<file path="src/rtl/xy_scratch_arb.sv">
module xy_scratch_arb #(
  parameter int OFF_W    = 10,
  parameter int PAGE_W   = 3,
  parameter int SYS_WAIT = 3
) (
  input  logic                      clk,
  input  logic                      rst_n,
  input  logic                      mode_priv,
  input  logic                      mode_dsp,
  input  logic                      lp_req,
  input  logic                      lp_we,
  input  logic                      lp_dsp,
  input  logic [1:0]                lp_size,
  input  logic [OFF_W+PAGE_W+2:0]   lp_addr,
  output logic                      lp_rdy,
  output logic                      lp_err,
  output logic [3:0]                lp_be,
  output logic                      lp_wr,
  input  logic                      sp_req,
  input  logic                      sp_we,
  input  logic                      sp_dsp,
  input  logic [1:0]                sp_size,
  input  logic [OFF_W+PAGE_W+2:0]   sp_addr,
  output logic                      sp_rdy,
  output logic                      sp_err,
  output logic [3:0]                sp_be,
  output logic                      sp_wr,
  input  logic                      xp_req,
  input  logic [PAGE_W-1:0]         xp_page,
  output logic                      xp_rdy,
  input  logic                      yp_req,
  input  logic [PAGE_W-1:0]         yp_page,
  output logic                      yp_rdy
);
  localparam int AW    = OFF_W + PAGE_W + 3;
  localparam int BANK  = OFF_W + PAGE_W;
  localparam int KW    = PAGE_W + 1;
  localparam int CNT_W = $clog2(SYS_WAIT + 2);

  function automatic logic [3:0] lanes(input logic [1:0] sz, input logic [1:0] lo);
    case (sz)
      2'd0:    return 4'b0001 << lo;
      2'd1:    return lo[1] ? 4'b1100 : 4'b0011;
      default: return 4'b1111;
    endcase
  endfunction

  function automatic logic rejected(input logic [AW-1:0] a, input logic [1:0] sz,
                                    input logic dsp, input logic priv, input logic dspm);
    logic [1:0] rg;
    logic ok, mis;
    rg  = a[AW-1:AW-2];
    ok  = (rg == 2'b00) | (priv & rg == 2'b10) | (~priv & dspm & rg == 2'b01);
    mis = (sz == 2'd1 & a[0]) | (sz == 2'd2 & |a[1:0]) | (sz == 2'd3);
    return ~ok | mis | (dsp & sz == 2'd0);
  endfunction

  logic [KW-1:0] lp_key, sp_key, x_key, y_key;
  logic          lp_bad, sp_bad, lp_ok, lp_blk, sp_blk, lp_go, sp_go, sp_due;
  logic [CNT_W-1:0] sp_cnt;
  logic          unused_offset;

  assign lp_key = lp_addr[BANK:OFF_W];
  assign sp_key = sp_addr[BANK:OFF_W];
  assign x_key  = {1'b0, xp_page};
  assign y_key  = {1'b1, yp_page};
  assign unused_offset = ^{lp_addr[OFF_W-1:2], sp_addr[OFF_W-1:2]};

  assign lp_bad = lp_req & rejected(lp_addr, lp_size, lp_dsp, mode_priv, mode_dsp);
  assign sp_bad = sp_req & rejected(sp_addr, sp_size, sp_dsp, mode_priv, mode_dsp);
  assign lp_ok  = lp_req & ~lp_bad;

  assign lp_blk = (xp_req & lp_key == x_key) | (yp_req & lp_key == y_key);
  assign sp_blk = (xp_req & sp_key == x_key) | (yp_req & sp_key == y_key)
                | (lp_ok & lp_key == sp_key);

  assign xp_rdy = xp_req;
  assign yp_rdy = yp_req;

  assign lp_go  = lp_ok & ~lp_blk;
  assign lp_rdy = lp_bad | lp_go;
  assign lp_err = lp_bad;
  assign lp_be  = lp_go ? lanes(lp_size, lp_addr[1:0]) : 4'b0000;
  assign lp_wr  = lp_go & lp_we;

  assign sp_due = (sp_cnt == CNT_W'(SYS_WAIT));
  assign sp_go  = sp_req & ~sp_bad & sp_due & ~sp_blk;
  assign sp_rdy = sp_bad | sp_go;
  assign sp_err = sp_bad;
  assign sp_be  = sp_go ? lanes(sp_size, sp_addr[1:0]) : 4'b0000;
  assign sp_wr  = sp_go & sp_we;

  always_ff @(posedge clk) begin
    if (!rst_n || !sp_req || sp_rdy) sp_cnt <= '0;
    else if (!sp_due)                sp_cnt <= sp_cnt + 1'b1;
  end
endmodule


</file>
<file path="config.mk">
export PLATFORM = sky130hd
export DESIGN_NAME = xy_scratch_arb
export DESIGN_NICKNAME = d
export VERILOG_FILES = /design/src/rtl/xy_scratch_arb.sv
export SDC_FILE = /design/constraint.sdc
export NUM_CORES = 1
export LEC_CHECK = 0
export BUFFER_PORTS_ARGS = -buffer_cell sky130_fd_sc_hd__buf_4
export CORE_MARGIN = 8
export CORE_UTILIZATION = 37
export CTS_BUF_LIST = sky130_fd_sc_hd__clkbuf_4 sky130_fd_sc_hd__clkbuf_8 sky130_fd_sc_hd__clkbuf_16
export DETAILED_ROUTE_END_ITERATION = 8
export GPL_ROUTABILITY_DRIVEN = 0
export PLACE_DENSITY = 0.91
export RECOVER_POWER = 50
export SLEW_MARGIN = 30
export SYNTH_ARGS = -nofsm -noshare
export SYNTH_HDL_FRONTEND = slang
export SYNTH_SLANG_ARGS = --single-unit
</file>
<file path="constraint.sdc">
create_clock -name clk -period 2.1 [get_ports clk]
set_input_delay 0 -clock clk [delete_from_list [all_inputs] [get_ports clk]]
set_output_delay 0 -clock clk [all_outputs]
set_load 0.05 [all_outputs]
</file>
==> impl_metrics.csv <==
group,metric,value,unit
worst_setup_path,path_cells,"ha_1 -> ha_2 -> nand2_1 -> a211oi_1 -> nand4b_1 -> buf_4 -> nor3_1 -> buf_4",
floorplanning,die-width,58.6,um
outcome,outcome,"completed",
floorplanning,die_area,3440,um^2
worst_setup_path,arrival,1.90,ns
placed_design,io_buffers,53,
finish,area_delta_synth_final,64.4,%
grt,grtUsageTotal,0.132,
clocking,h-tree-depth,1,
clocking,clk_latency,0.23,ns
finish,num_antenna_cells,0,
yosys,synth_area,672,um^2
timing,drv_slew,0,
grt,antenna_found_initial,0,
floorplanning,num_rows,15,
finish,most-common-layout-cells,"buf_4 (48), xor2_1 (13), nor3_1 (10)",
finish,nets,204,
worst_setup_path,cpMostUsedCell,"buf_4",
clocking,numCtsBuffers,3,
route,routed_via_density,4.94,
route,drcViolationCount,0,
power_and_ir_drop,p_int,0.233,mW
floorplanning,start_util,0.389,
power_and_ir_drop,clock_power_share,0.303,
power_and_ir_drop,peakVddDrop,0.176,mV
finish,max_flop_register,"sp_cnt",
clocking,clock_sink_count,3,
power_and_ir_drop,powerDensity,334,nW/um^2
yosys,synth_top_cell_area_share,0.169,
timing,hold_violations,0,
worst_hold_path,hold_class,"in2reg",
floorplanning,die_h,58.6,um
floorplanning,pin_count,70,
clocking,path_clk_slew,0.04,ns
timing,rsz0062_at_grt,"no",
route,vias,849,
yosys,syn_inst,92,
power_and_ir_drop,power.switching,0.137,mW
yosys,syn_nets,148,
worst_setup_path,worstRegToRegCells,5,
yosys,synth_warnings,0,
worst_setup_path,critPathMaxFanout,6,
run,drv_cap,0,
clocking,clockBufferDepth,2,
timing,fin_setup_tns,0,ns
timing,fin_worst_hold_slack,0.123,ns
worst_setup_path,max_stage_delay,0.33,ns
timing,fin_skew,0.00359,ns
grt,grt_pass1_vias,857,
timing,timing.final.crit_share,0.907,
yosys,ys_seq_area_frac,0.0894,
route,wl,2330,um
route,drt_pass1_iterations,4,
finish,final_util,0.640,
yosys,synth-seq-cells,3,
clocking,cts_tree,"yes",
floorplanning,core,1730,um^2
timing,fmaxAchievable,0.525,GHz
power_and_ir_drop,combPwrFrac,0.539,
yosys,synth_area_leaders,"xor2_1 (17%), dfxtp_1 (8.9%), nor3_1 (8.2%)",
worst_hold_path,holdPathStages,3,
grt,grt_pass1_wl,3700,um
timing,worstMarginPinSlew,0.676,ns
grt,grt_start_max_net_pins,7,
finish,n_fill_cell,177,
clocking,hold_buffers,0,
finish,largest_register_ffs,3,
finish,final_common_cell,"buf_4",
route,ant_nets,0,
worst_setup_path,cp-end-kind,"output port",
timing,max_slew_margin,0.548,
worst_setup_path,worstPathRequired,2.10,ns
timing,period_needed,1.90,ns
timing,final-setup-viol-count,0,
finish,reg.largest.list,"sp_cnt x3",
clocking,cts_root_buf,"clkbuf_4",
finish,drive_above_1_share,0.415,
worst_setup_path,crit_path_start_kind,"register",
power_and_ir_drop,swShare,0.370,
power_and_ir_drop,power_leakage,0.501,nW
yosys,synth.largest_area_cell,"xor2_1",
route,wl_per_cell,13.6,um
placed_design,dp_hpwl,2110,um
power_and_ir_drop,seq_power_share,0.157,
yosys,synth.distinct_cells,31,
worst_setup_path,crit_slowest_cell,"dfxtp_1",
yosys,syn_avg_cell_area,7.30,um^2
worst_setup_path,crit_type,"reg2out",
route,drtIter0Drc,3,
grt,grt_overflow,0,
-- power groups by stage --
stage               Sequential [mW]  Clock (mW)  Combinational (mW)
finish                       0.0582       0.112               0.199
global route                 0.0582       0.123               0.215
CTS                          0.0582       0.116               0.205
detailed placement           0.0590           0               0.205
global placement             0.0590           0               0.198
floorplan                    0.0590           0               0.107
-- metrics by stage --
stage	instance area (um^2)	setup slack, ns	power, mW	cells
2_1_floorplan	677	-0.234	0.166	92
3_5_place_dp	1090	0.310	0.264	167
4_1_cts	1120	0.0648	0.379	171
6_report	1100	0.196	0.370	172
3_3_place_gp	1090	0.327	0.257	167
5_1_grt	1100	0.0349	0.395	172
-- kinds of logic (layout without fill, tap and decap cells) --
group           after synthesis  in the layout  share of synthesized area
buf+inv                       8             63                     0.0559
flops                         3              3                     0.0894
mux                           5              5                     0.0782
fa+ha+maj                     2              2                     0.0372
simple gates                 39             39                      0.339
compound gates               18             18                      0.179
xor+xnor                     17             17                      0.222
-- critical path, delay by kind of cell (launching register included) --
kind                       cells  cell delay (ns)
DFF                            1             0.33
buffers and inverters          2             0.40
adders and majority gates      2             0.37
AOI/OAI and AO/OA              1             0.17
and+or+nand+nor                3             0.39
-- final timing paths --
path                          start                     end  slack [ns]
max          sp_cnt[0]$_SDFFE_PP0P_                sp_be[0]        0.20
min                          sp_req  sp_cnt[1]$_SDFFE_PP0P_        0.12
max reg2reg  sp_cnt[0]$_SDFFE_PP0P_  sp_cnt[0]$_SDFFE_PP0P_        0.70
min reg2reg  sp_cnt[1]$_SDFFE_PP0P_  sp_cnt[1]$_SDFFE_PP0P_        0.56
-- final cells by class --
cell class | instances | area [um^2] | share of cell area
Inverter | 5 | 18.8 | 0.0170
Tap cell | 25 | 31.3 | 0.0283
Multi-Input combinational cell | 81 | 582 | 0.527
Sequential cell | 3 | 60.1 | 0.0544
Clock buffer | 4 | 30.0 | 0.0272
Timing Repair Buffer | 54 | 383 | 0.347
-- synth_stat cells, drive strengths merged --
| cell type | n |
|---|---|
| a211oi | 4 |
| a21boi | 1 |
| a21oi | 8 |
| a31oi | 1 |
| and4 | 1 |
| buf | 2 |
| clkbuf | 1 |
| dfxtp | 3 |
| ha | 2 |
| inv | 5 |
| mux2 | 2 |
| mux2i | 3 |
| nand2 | 3 |
| nand2b | 4 |
| nand3 | 2 |
| nand3b | 1 |
| nand4 | 2 |
| nand4b | 1 |
| nor2 | 7 |
| nor2b | 2 |
| nor3 | 11 |
| nor3b | 2 |
| nor4 | 2 |
| o21ba | 2 |
| o21bai | 1 |
| o32ai | 1 |
| or4 | 1 |
| xnor2 | 4 |
| xor2 | 13 |
-- repair_timing --
action,4_1_cts,5_1_grt
buffers inserted,0,1
setup endpoints to repair,0,6
resized for setup,0,2
-- routing by layer --
layer / up-vias / routed length, um / GRT usage / share of wire
li1: 440 / - / - / -
met1: 374 / 873 / 0.122 / 0.37
met2: 35 / 1230 / 0.258 / 0.53
met3: 0 / 225 / 0.0522 / 0.096
met4: 0 / 0 / 0.0375 / 0
met5: - / 0 / 0 / 0
(Power assumes the default switching activity.)
